### src/rtl/arr_pkg.sv
package arr_pkg;

    // Output stage states
    typedef enum logic [0:0] {
        ISS_IDLE  = 1'b0,
        ISS_OFFER = 1'b1
    } iss_state_t;

    // Side picked by the fair draw
    typedef enum logic [0:0] {
        SIDE_BELOW = 1'b0,
        SIDE_ABOVE = 1'b1
    } nbr_side_t;

endpackage

### src/rtl/arr_lfsr.sv
module arr_lfsr #(
    parameter int              W    = 24,
    parameter logic [W-1:0]    TAPS = 24'hE10000,
    parameter logic [W-1:0]    SEED = 24'h5A5A01
) (
    input  logic         clk,
    input  logic         rst_n,
    input  logic         step,
    output logic [W-1:0] value
);

    logic [W-1:0] state_q;
    logic         feedback;

    assign feedback = ^(state_q & TAPS);
    assign value    = state_q;

    always_ff @(posedge clk or negedge rst_n) begin
        if (!rst_n) begin
            state_q <= SEED;
        end else if (step) begin
            state_q <= {state_q[W-2:0], feedback};
        end
    end

    // a maximal-length register never reaches the all-zero lock-up state
    a_r2_nonzero: assert property (@(posedge clk) disable iff (!rst_n)
        state_q != '0);

    // the generator only moves when a close event is present
    a_r2_hold: assert property (@(posedge clk) disable iff (!rst_n)
        !step |=> $stable(state_q));

endmodule

### src/rtl/arr_draw.sv
module arr_draw
    import arr_pkg::*;
#(
    parameter int LFSR_W = 24,
    parameter int PROB_W = 16,
    parameter int ROW_W  = 15,
    parameter int ROWS   = 32768
) (
    input  logic [LFSR_W-1:0] rnd,
    input  logic [PROB_W-1:0] prob,
    input  logic [ROW_W-1:0]  row,
    output logic              hit,
    output logic [ROW_W-1:0]  nbr_row
);

    localparam int              PICK_BIT = LFSR_W - 1;
    localparam logic [ROW_W-1:0] LAST_ROW = ROW_W'(ROWS - 1);
    localparam logic [ROW_W-1:0] ONE      = ROW_W'(1);

    nbr_side_t side;

    // Biased draw: low bits compared against the fraction
    assign hit = (rnd[PROB_W-1:0] < prob);

    // Fair draw: a bit outside the compared field picks the side
    always_comb begin
        if (row == '0) begin
            side = SIDE_ABOVE;
        end else if (row == LAST_ROW) begin
            side = SIDE_BELOW;
        end else begin
            side = rnd[PICK_BIT] ? SIDE_ABOVE : SIDE_BELOW;
        end
    end

    always_comb begin
        unique case (side)
            SIDE_ABOVE: nbr_row = row + ONE;
            SIDE_BELOW: nbr_row = row - ONE;
            default:    nbr_row = row;
        endcase
    end

endmodule

### src/rtl/arr_fifo.sv
module arr_fifo #(
    parameter int W     = 18,
    parameter int DEPTH = 4
) (
    input  logic         clk,
    input  logic         rst_n,
    input  logic         push,
    input  logic [W-1:0] din,
    input  logic         pop,
    output logic [W-1:0] dout,
    output logic         empty,
    output logic         full
);

    localparam int PW = (DEPTH > 1) ? $clog2(DEPTH) : 1;
    localparam int CW = $clog2(DEPTH + 1);
    localparam logic [PW-1:0] PTR_LAST = PW'(DEPTH - 1);
    localparam logic [CW-1:0] CNT_FULL = CW'(DEPTH);

    logic [W-1:0]  mem [DEPTH];
    logic [PW-1:0] wr_ptr;
    logic [PW-1:0] rd_ptr;
    logic [CW-1:0] count;

    assign empty = (count == '0);
    assign full  = (count == CNT_FULL);
    assign dout  = mem[rd_ptr];

    always_ff @(posedge clk) begin
        if (push) begin
            mem[wr_ptr] <= din;
        end
    end

    always_ff @(posedge clk or negedge rst_n) begin
        if (!rst_n) begin
            wr_ptr <= '0;
            rd_ptr <= '0;
            count  <= '0;
        end else begin
            if (push) begin
                wr_ptr <= (wr_ptr == PTR_LAST) ? '0 : wr_ptr + PW'(1);
            end
            if (pop) begin
                rd_ptr <= (rd_ptr == PTR_LAST) ? '0 : rd_ptr + PW'(1);
            end
            unique case ({push, pop})
                2'b10:   count <= count + CW'(1);
                2'b01:   count <= count - CW'(1);
                default: count <= count;
            endcase
        end
    end

    // the upstream gating never writes into a full buffer without a read
    a_r8_no_overrun: assert property (@(posedge clk) disable iff (!rst_n)
        push |-> (!full || pop));

    // the output stage only reads an entry that exists
    a_r7_no_underflow: assert property (@(posedge clk) disable iff (!rst_n)
        pop |-> !empty);

    // occupancy stays within the configured depth
    a_r8_count_bound: assert property (@(posedge clk) disable iff (!rst_n)
        count <= CNT_FULL);

endmodule

### src/rtl/arr_issuer.sv
module arr_issuer
    import arr_pkg::*;
#(
    parameter int W = 18
) (
    input  logic         clk,
    input  logic         rst_n,
    input  logic         fifo_empty,
    input  logic [W-1:0] fifo_dout,
    output logic         fifo_pop,
    output logic         req_valid,
    input  logic         req_ready,
    output logic [W-1:0] req_data
);

    iss_state_t state_q;
    iss_state_t state_d;
    logic [W-1:0] data_q;

    // State register
    always_ff @(posedge clk or negedge rst_n) begin
        if (!rst_n) begin
            state_q <= ISS_IDLE;
        end else begin
            state_q <= state_d;
        end
    end

    // Next state and pop decision
    always_comb begin
        state_d  = state_q;
        fifo_pop = 1'b0;
        unique case (state_q)
            ISS_IDLE: begin
                if (!fifo_empty) begin          // load
                    fifo_pop = 1'b1;
                    state_d  = ISS_OFFER;
                end
            end
            ISS_OFFER: begin
                if (req_ready) begin
                    if (!fifo_empty) begin      // chain
                        fifo_pop = 1'b1;
                        state_d  = ISS_OFFER;
                    end else begin              // drain
                        state_d  = ISS_IDLE;
                    end
                end                             // stall otherwise
            end
            default: state_d = ISS_IDLE;
        endcase
    end

    // Output register
    always_ff @(posedge clk or negedge rst_n) begin
        if (!rst_n) begin
            data_q <= '0;
        end else if (fifo_pop) begin
            data_q <= fifo_dout;
        end
    end

    assign req_valid = (state_q == ISS_OFFER);
    assign req_data  = data_q;

    // an offered request is held until it is taken
    a_r7_hold_stable: assert property (@(posedge clk) disable iff (!rst_n)
        (req_valid && !req_ready) |=> (req_valid && $stable(req_data)));

endmodule

### src/rtl/adj_row_refresher.sv
module adj_row_refresher #(
    parameter int           BANK_W     = 3,
    parameter int           ROW_W      = 15,
    parameter int           ROWS       = 32768,
    parameter int           PROB_W     = 16,
    parameter int           LFSR_W     = 24,
    parameter logic [23:0]  LFSR_TAPS  = 24'hE10000,
    parameter logic [23:0]  LFSR_SEED  = 24'h5A5A01,
    parameter int           FIFO_DEPTH = 4
) (
    input  logic              clk,
    input  logic              rst_n,
    input  logic              close_valid,
    input  logic [BANK_W-1:0] close_bank,
    input  logic [ROW_W-1:0]  close_row,
    input  logic [PROB_W-1:0] prob_frac,
    output logic              act_valid,
    input  logic              act_ready,
    output logic [BANK_W-1:0] act_bank,
    output logic [ROW_W-1:0]  act_row,
    output logic              overflow
);

    localparam int ENTRY_W = BANK_W + ROW_W;
    localparam logic [ROW_W-1:0] LAST_ROW = ROW_W'(ROWS - 1);

    logic [LFSR_W-1:0]  rnd;
    logic               hit;
    logic [ROW_W-1:0]   nbr_row;
    logic               fifo_push;
    logic               fifo_pop;
    logic               fifo_empty;
    logic               fifo_full;
    logic [ENTRY_W-1:0] fifo_dout;
    logic [ENTRY_W-1:0] req_data;
    logic               win;
    logic               room;
    logic               overflow_q;

    arr_lfsr #(
        .W    (LFSR_W),
        .TAPS (LFSR_TAPS[LFSR_W-1:0]),
        .SEED (LFSR_SEED[LFSR_W-1:0])
    ) i_lfsr (
        .clk   (clk),
        .rst_n (rst_n),
        .step  (close_valid),
        .value (rnd)
    );

    arr_draw #(
        .LFSR_W (LFSR_W),
        .PROB_W (PROB_W),
        .ROW_W  (ROW_W),
        .ROWS   (ROWS)
    ) i_draw (
        .rnd     (rnd),
        .prob    (prob_frac),
        .row     (close_row),
        .hit     (hit),
        .nbr_row (nbr_row)
    );

    assign win       = close_valid && hit;
    assign room      = !fifo_full || fifo_pop;
    assign fifo_push = win && room;

    arr_fifo #(
        .W     (ENTRY_W),
        .DEPTH (FIFO_DEPTH)
    ) i_fifo (
        .clk   (clk),
        .rst_n (rst_n),
        .push  (fifo_push),
        .din   ({close_bank, nbr_row}),
        .pop   (fifo_pop),
        .dout  (fifo_dout),
        .empty (fifo_empty),
        .full  (fifo_full)
    );

    arr_issuer #(
        .W (ENTRY_W)
    ) i_issuer (
        .clk        (clk),
        .rst_n      (rst_n),
        .fifo_empty (fifo_empty),
        .fifo_dout  (fifo_dout),
        .fifo_pop   (fifo_pop),
        .req_valid  (act_valid),
        .req_ready  (act_ready),
        .req_data   (req_data)
    );

    assign act_bank = req_data[ENTRY_W-1:ROW_W];
    assign act_row  = req_data[ROW_W-1:0];

    always_ff @(posedge clk or negedge rst_n) begin
        if (!rst_n) begin
            overflow_q <= 1'b0;
        end else begin
            overflow_q <= win && !room;
        end
    end

    assign overflow = overflow_q;

    // a zero fraction never wins a draw
    a_r3_zero_prob: assert property (@(posedge clk) disable iff (!rst_n)
        (close_valid && prob_frac == '0) |-> !hit);

    // a winning draw names a row at distance one
    a_r4_adjacent: assert property (@(posedge clk) disable iff (!rst_n)
        win |-> (nbr_row == close_row + ROW_W'(1) || nbr_row == close_row - ROW_W'(1)));

    // edge rows only have one neighbour
    a_r5_first_row: assert property (@(posedge clk) disable iff (!rst_n)
        (win && close_row == '0) |-> nbr_row == ROW_W'(1));

    a_r5_last_row: assert property (@(posedge clk) disable iff (!rst_n)
        (win && close_row == LAST_ROW) |-> nbr_row == LAST_ROW - ROW_W'(1));

    // an overflow pulse follows a winning close event that found no room
    a_r9_ovf_cause: assert property (@(posedge clk) disable iff (!rst_n)
        overflow_q |-> $past(win && fifo_full));

    // the pulse lasts one cycle unless another drop follows
    a_r8_ovf_pulse: assert property (@(posedge clk) disable iff (!rst_n)
        $rose(overflow_q) |-> $past(close_valid));

endmodule

### config.mk
export PLATFORM = sky130hd
export DESIGN_NAME = adj_row_refresher
export DESIGN_NICKNAME = d
export VERILOG_FILES = /design/src/rtl/arr_pkg.sv /design/src/rtl/arr_lfsr.sv /design/src/rtl/arr_draw.sv /design/src/rtl/arr_fifo.sv /design/src/rtl/arr_issuer.sv /design/src/rtl/adj_row_refresher.sv
export SDC_FILE = /design/constraint.sdc
export NUM_CORES = 1
export LEC_CHECK = 0
export ABC_AREA = 1
export CAP_MARGIN = 5
export CORE_MARGIN = 2
export CORE_UTILIZATION = 62
export CTS_CLUSTER_DIAMETER = 50
export CTS_CLUSTER_SIZE = 10
export DETAILED_ROUTE_END_ITERATION = 8
export PLACE_DENSITY_LB_ADDON = 0.1
export RECOVER_POWER = 25
export SLEW_MARGIN = 20
export SYNTH_ARGS = -nofsm -noshare
export SYNTH_HDL_FRONTEND = slang
export SYNTH_HIERARCHICAL = 1
export SYNTH_SLANG_ARGS = --single-unit
### constraint.sdc
create_clock -name clk -period 5.3 [get_ports clk]
set_input_delay 1.06 -clock clk [delete_from_list [all_inputs] [get_ports clk]]
set_output_delay 1.06 -clock clk [all_outputs]
set_load 0.005 [all_outputs]
[After elaboration in Yosys (flattened, before gate mapping)]
Memories as Yosys holds them, arrays and structs flattened. A register that Yosys moved wholly into a read port is not among the register bits.
Index checks and enable logic that the tools add are counted.
Cells by class
  divide/modulo/power cells: 0
  equality and inequality tests: 6
  bitwise operators: 2
  shifts and indexed selects: 0
  $add $sub $neg: 6
  reduce and logical (&&, ||, !) cells: 11
  multiply operators: 0
  order comparisons: 1
  multiplexer cells: 14
Operators by type and width (count)
  $pmux W15 S2: 1
  $reduce_xor A24 Y1: 1
  $lt A16 B16 Y1: 1
  $add A15 B1 Y15 const B: 1
  $eq A15 B15 Y1 const B: 1
  $logic_not A15 Y1: 1
  $sub A15 B1 Y15 const B: 1
  $mux W1: 8
  $eq A2 B2 Y1 const B: 3
  $pmux W3 S2: 1
  $add A2 B1 Y2 const B: 2
  $mux W2: 2
  $pmux W1 S2: 2
  $add A3 B1 Y3 const B: 1
  $eq A3 B3 Y1 const B: 1
  $logic_and A1 B1 Y1: 3
  $logic_not A1 Y1: 3
  $logic_not A3 Y1: 1
  $sub A3 B1 Y3 const B: 1
  $eq A2 B1 Y1 const B: 1
  $not A1 Y1: 2
  $reduce_bool A2 Y1: 1
  $logic_or A1 B1 Y1: 1
Storage, ports and cells
  word-level logic and storage cells: 47
  input port bits: 38
  memory bits (read-only): 0
  latch bits: 0
  flip-flop bits (word level): 33
  output and inout port bits: 20
  memory bits (writable): 72
  memories: 1
Memory list
  i_fifo.mem: depth 4, width 18, read ports 1, clocked after memory_dff 1, wr ports 1, line arr_fifo.sv:20  | logic [W-1:0] mem [DEPTH];

[Depth between registers and ports, before layout]
  depth in word-level cells: 8
  gate-level depth with buffers: 20
  mapped depth without buffers: 19

[Hierarchy]
Netlist, hierarchy kept.
Modules (own cells, without submodules)
  arr_fifo: seq. area each 2337.2 um^2, area each 3324.4 um^2, cells an instance 262, times used 1
  arr_draw: seq. area each 0.0 um^2, area each 1268.7 um^2, cells an instance 222, times used 1
  arr_lfsr: seq. area each 611.8 um^2, area each 1004.7 um^2, cells an instance 107, times used 1
  arr_issuer: seq. area each 475.5 um^2, area each 792.0 um^2, cells an instance 83, times used 1
  adj_row_refresher: seq. area each 25.0 um^2, area each 45.0 um^2, cells an instance 6, times used 1

[Worst setup path after synthesis]
Ideal clock, no wire load.
  path type: input port to flip-flop
  from: input prob_frac[11]
  to: register i_fifo.count[1]
  arrival: 3.030 ns
  stages: 14
  setup time: 0.083 ns
  path buffers: 1
  slack: 2.187 ns
  required time: 5.217 ns
  cells stage by stage: inv_1 -> ha_1 -> a21o_1 -> o21bai_1 -> o211ai_1 -> a21oi_1 -> nand2_1 -> a21oi_1 -> buf_2 -> inv_1 -> ha_1 -> inv_1 -> fa_1 -> o21ai_0
On the way
  cells in the longest elaborated chain, start to end: 5
  elaborated cells between the ends (all ways): 7
  those cells by class: order compare (1); eq/ne (2); mux (1); reduce/logical (3)
RTL lines
  start: declaration: line adj_row_refresher.sv:16  | input logic [PROB_W-1:0] prob_frac,
  $lt A16 B16 Y1 *: line arr_draw.sv:23  | assign hit = (rnd[PROB_W-1:0] < prob);
  via hit: line adj_row_refresher.sv:28  | logic hit;
  $logic_and A1 B1 Y1 *: line adj_row_refresher.sv:64  | assign win = close_valid && hit;
  $logic_and A1 B1 Y1 *: line adj_row_refresher.sv:66  | assign fifo_push = win && room;
  via fifo_push: line adj_row_refresher.sv:30  | logic fifo_push;
  $eq A2 B1 Y1 / $eq A2 B2 Y1 (equally long branches): line arr_fifo.sv:47  | unique case ({push, pop})
  $pmux W3 S2 / $reduce_bool A2 Y1 (equally long branches)
  end signal: assignment: line arr_fifo.sv:48  | 2'b10: count <= count + CW'(1);
  end signal: assignment: line arr_fifo.sv:49  | 2'b01: count <= count - CW'(1);
  end signal: assignment: line arr_fifo.sv:50  | default: count <= count;
  end: declaration: line arr_fifo.sv:23  | logic [CW-1:0] count;
The timed path passes the listed nets; every way through them passes the cells marked *.
A chain may end at the register's enable or synchronous reset.

[Worst setup path in the final report]
  from: input prob_frac[1]
  to: memory i_fifo.mem[1][4], enable pin
On the way
  cells in the longest elaborated chain, start to end: 5
RTL lines
  $lt A16 B16 Y1: line arr_draw.sv:23
  via hit: line adj_row_refresher.sv:28
  $logic_and A1 B1 Y1: line adj_row_refresher.sv:64
  $logic_and A1 B1 Y1: line adj_row_refresher.sv:66
  via fifo_push: line adj_row_refresher.sv:30
  $mux W1: line arr_fifo.sv:30  | if (push) begin
  $mux W1 (implied by the code): line arr_fifo.sv:31  | mem[wr_ptr] <= din;
  end: declaration: line arr_fifo.sv:20
The timed path passes the listed nets, and every way through them passes these cells.

==> impl_metrics.yaml <==
run_status:
  status: "complete, but fails checks"
  violations: "capacitance limit, slew limit"
placement:
  dpl_worst_slack_ns: 1.26
  gp_congestion: 0.839
  io_buffer_count: 57
  dp.final_hpwl_mm: 7.94
clocking:
  cts_root_buffer: "clkbuf_8"
  clk_path_buf_depth: 2
  worstSkewPairLatency_ns: 0.51
  post-cts-setup-buffer-count: 0
  htree_levels: 4
  ctsResizeCount: 0
  numClockSinks: 123
  clkTransAtPathRegs_ns: 0.06
  cts_tree: "done"
  cts_hold_buffers: 0
  cts_made_buffers: 17
floorplanning:
  ios: 58
  die_area_um2: 11200
  fp.dieH_um: 106
  start_util_pct: 63.2
  coreArea_um2: 10200
  core.rowCount: 37
  dieWidth_um: 106
finish:
  layout.nets: 812
  areaGrowthSynthToFinish_pct: 17.9
  num_antenna_cells: 0
  fillers: 735
  drive_gt1_share_pct: 8.12
critical_path:
  crit_path_max_fanout: 18
  rr_endpoint: "i_fifo/mem[1][4]$_DFFE_PP_"
  cp.required_ns: 5.43
  r2r_slack_ns: 2.23
  cp.arrival_ns: 3.78
  critPathCaptureType: "flop"
  crit_type: "in -> reg"
  cp-start-kind: "input port"
  reg2reg_depth: 9
  r2r_start: "i_lfsr/value[11]$_DFFE_PN1P_"
logic_synthesis:
  synth_ff_type: "edfxtp_1"
  yosysMostFrequentCell: "nand2_1"
  syn_inst: 680
  post-synth-top-area-fraction_pct: 33.6
  async_flop_share_pct: 41.5
  syn_area_um2: 6430
  synth_fa_ha_area_share_pct: 7.23
  synth_top_family_by_area: "simple AND/OR/NAND/NOR gates"
  synthTopCellsByCount: "212 x nand2_1, 104 x inv_1, 72 x edfxtp_1, 42 x dfrtp_1, 37 x o211ai_1"
  syn_nets: 754
  yosysSeqAreaShare_pct: 53.6
  synth_edf_count: 72
  post_synth_xor_area_fraction_pct: 1.22
  ys_ff_latch: 123
  synth.avg_cell_area_um2: 9.46
  synth-compound-area-share_pct: 9.78
  yosys.area_share.simple_pct: 18.3
  synth_top_area_cell: "edfxtp_1"
  yosys_warnings: 6
  synth.mux.area_fraction_pct: 0
  synthTopCellsByArea: "edfxtp_1 34%, dfrtp_1 16%, nand2_1 12%, ha_1 6.6%, inv_1 6.1%"
  ys_types: 37
sta:
  max_freq_ghz: 0.274
  relSlewSlack_pct: -85.0
  drv_slew: 52
  period_needed_ns: 3.64
  hold_viol: 0
  tightest_slew_ns: 2.77
  rsz0062_at_grt: "false"
  finalClockSkew_ns: 0.00919
  setup_tns_ns: 0
  setup_slack_ns: 1.66
  post-route-period-util_pct: 68.8
  setup_viol: 0
grt:
  grt_usage_pct: 24.6
  grt.overflow.total: 0
  grt_pass1_wl_mm: 21.3
  grt_start_max_net_pins: 74
  antenna_found_initial: 0
  grt_pass1_vias: 4742
route:
  drtIter0Drc: 346
  drc: 0
  dr.pass1.iters: 5
  wl_per_cell_um: 14.1
  wirelength_mm: 12.5
  ant_nets: 0
  vias: 4724
  via_per_inst: 5.33
pwr:
  power_density_nw_per_um2: 517
  total_power_mw: 3.92
  ir_worst_vdd_uv: 266
  p_leak_nw: 3.52
worst_hold_path:
  holdPathEnd: "i_issuer/req_data[1]$_DFFE_PN0P_"
  min_path_type: "reg -> reg"
  whs_path_depth: 2
  hold_start: "i_issuer/req_data[1]$_DFFE_PN0P_"
flow_run:
  maxCapViolCount: 1
==> metrics by stage <==
step | utilization (%) | std cells | hold WS, ns | area [um^2]
floorplan | - | 680 | 0.452 | 6430
global placement | 68.3 | 855 | 0.455 | 6960
detailed placement | 68.3 | 855 | 0.460 | 6960
CTS | 74.5 | 887 | 0.475 | 7590
global route | 74.5 | 887 | 0.499 | 7590
finish | 74.5 | 887 | 0.470 | 7590
==> final cells by class <==
cell class	count	area, um^2	area share (%)
sequential	123	3450	45.5
multi-input combinational	429	2350	31.0
timing repair buffer	59	577	7.60
clock buffer	19	442	5.82
inverter	108	410	5.41
clock inverter	13	190	2.51
tap	136	170	2.24
==> routing by layer <==
| layer | track usage (%) | share of wire, % |
|---|---|---|
| met5 | 0 | 0 |
| met4 | 8.83 | 1.8 |
| met3 | 6.43 | 5.5 |
| met2 | 43.7 | 51 |
| met1 | 28.6 | 42 |
==> report_power, final <==
part           internal [mW]  switching [mW]  leakage, nW
combinational          0.477           0.750         1.95
sequential              1.33           0.149         1.28
clock                  0.791           0.419        0.297
total                   2.60            1.32         3.52
==> cell families after synthesis <==
kind of cell / count (synthesis)
AOI/OAI and AO/OA: 96
xor gates and xnor gates: 9
adders and majority gates: 36
buffers and inverters: 128
DFF: 123
and+or+nand+nor: 288
==> placed cells by master, fill, tap and decap left out, types with 3 or more instances in the layout <==
cell,synthesis,final
nand2_1,212,212
inv_1,104,104
edfxtp_1,72,72
clkdlybuf4s50_1,0,52
dfrtp_1,42,42
o211ai_1,37,37
ha_1,34,34
nand3_1,31,31
nor2_1,28,28
a21oi_1,19,19
clkbuf_16,0,16
o21ai_1,12,12
o21ai_0,12,12
dfstp_2,9,9
xor2_1,6,6
bufinv_16,0,4
clkinvlp_4,0,4
nand2_2,4,4
a21o_1,4,4
o21bai_1,4,4
o21ai_2,4,4
dlygate4sd3_1,0,4
clkbuf_8,2,3
nand4_1,3,3
xnor2_1,3,3
nor3_1,3,3
==> worst max-delay path: stages <==
cell,delay (ns)
clkdlybuf4s50_1,0.45
inv_1,0.04
ha_1,0.25
a21boi_0,0.12
o21bai_1,0.12
nand2_1,0.08
nand2_1,0.07
nand2_1,0.07
a21oi_1,0.14
nand2_1,0.09
a21oi_1,0.47
nand2_1,0.18
inv_1,0.64
==> sequential cells by signal, summed over array words and instances (netlist names) <==
signal	cells
i_fifo/count	3
i_fifo/mem	72
i_fifo/rd_ptr	2
i_fifo/wr_ptr	2
i_issuer/req_data	18
i_issuer/req_valid	1
i_lfsr/value	24
overflow	1
==> how the worst max path moves through the flow <==
stage             startpoint                     endpoint  cells past startpoint  slack, ns
6_report        prob_frac[1]   i_fifo/mem[1][4]$_DFFE_PP_                     13       1.66
5_1_grt            act_ready   i_fifo/mem[1][6]$_DFFE_PP_                      9       1.43
4_1_cts         prob_frac[1]   i_fifo/mem[1][4]$_DFFE_PP_                     13       1.75
3_5_place_dp    prob_frac[1]  i_fifo/count[1]$_DFFE_PN0P_                     16       1.26
3_3_place_gp    prob_frac[1]   i_fifo/mem[3][0]$_DFFE_PP_                     13       1.30
2_1_floorplan  prob_frac[11]  i_fifo/count[1]$_DFFE_PN0P_                     14       2.19
Note: power is estimated with default switching activity, not from simulation.
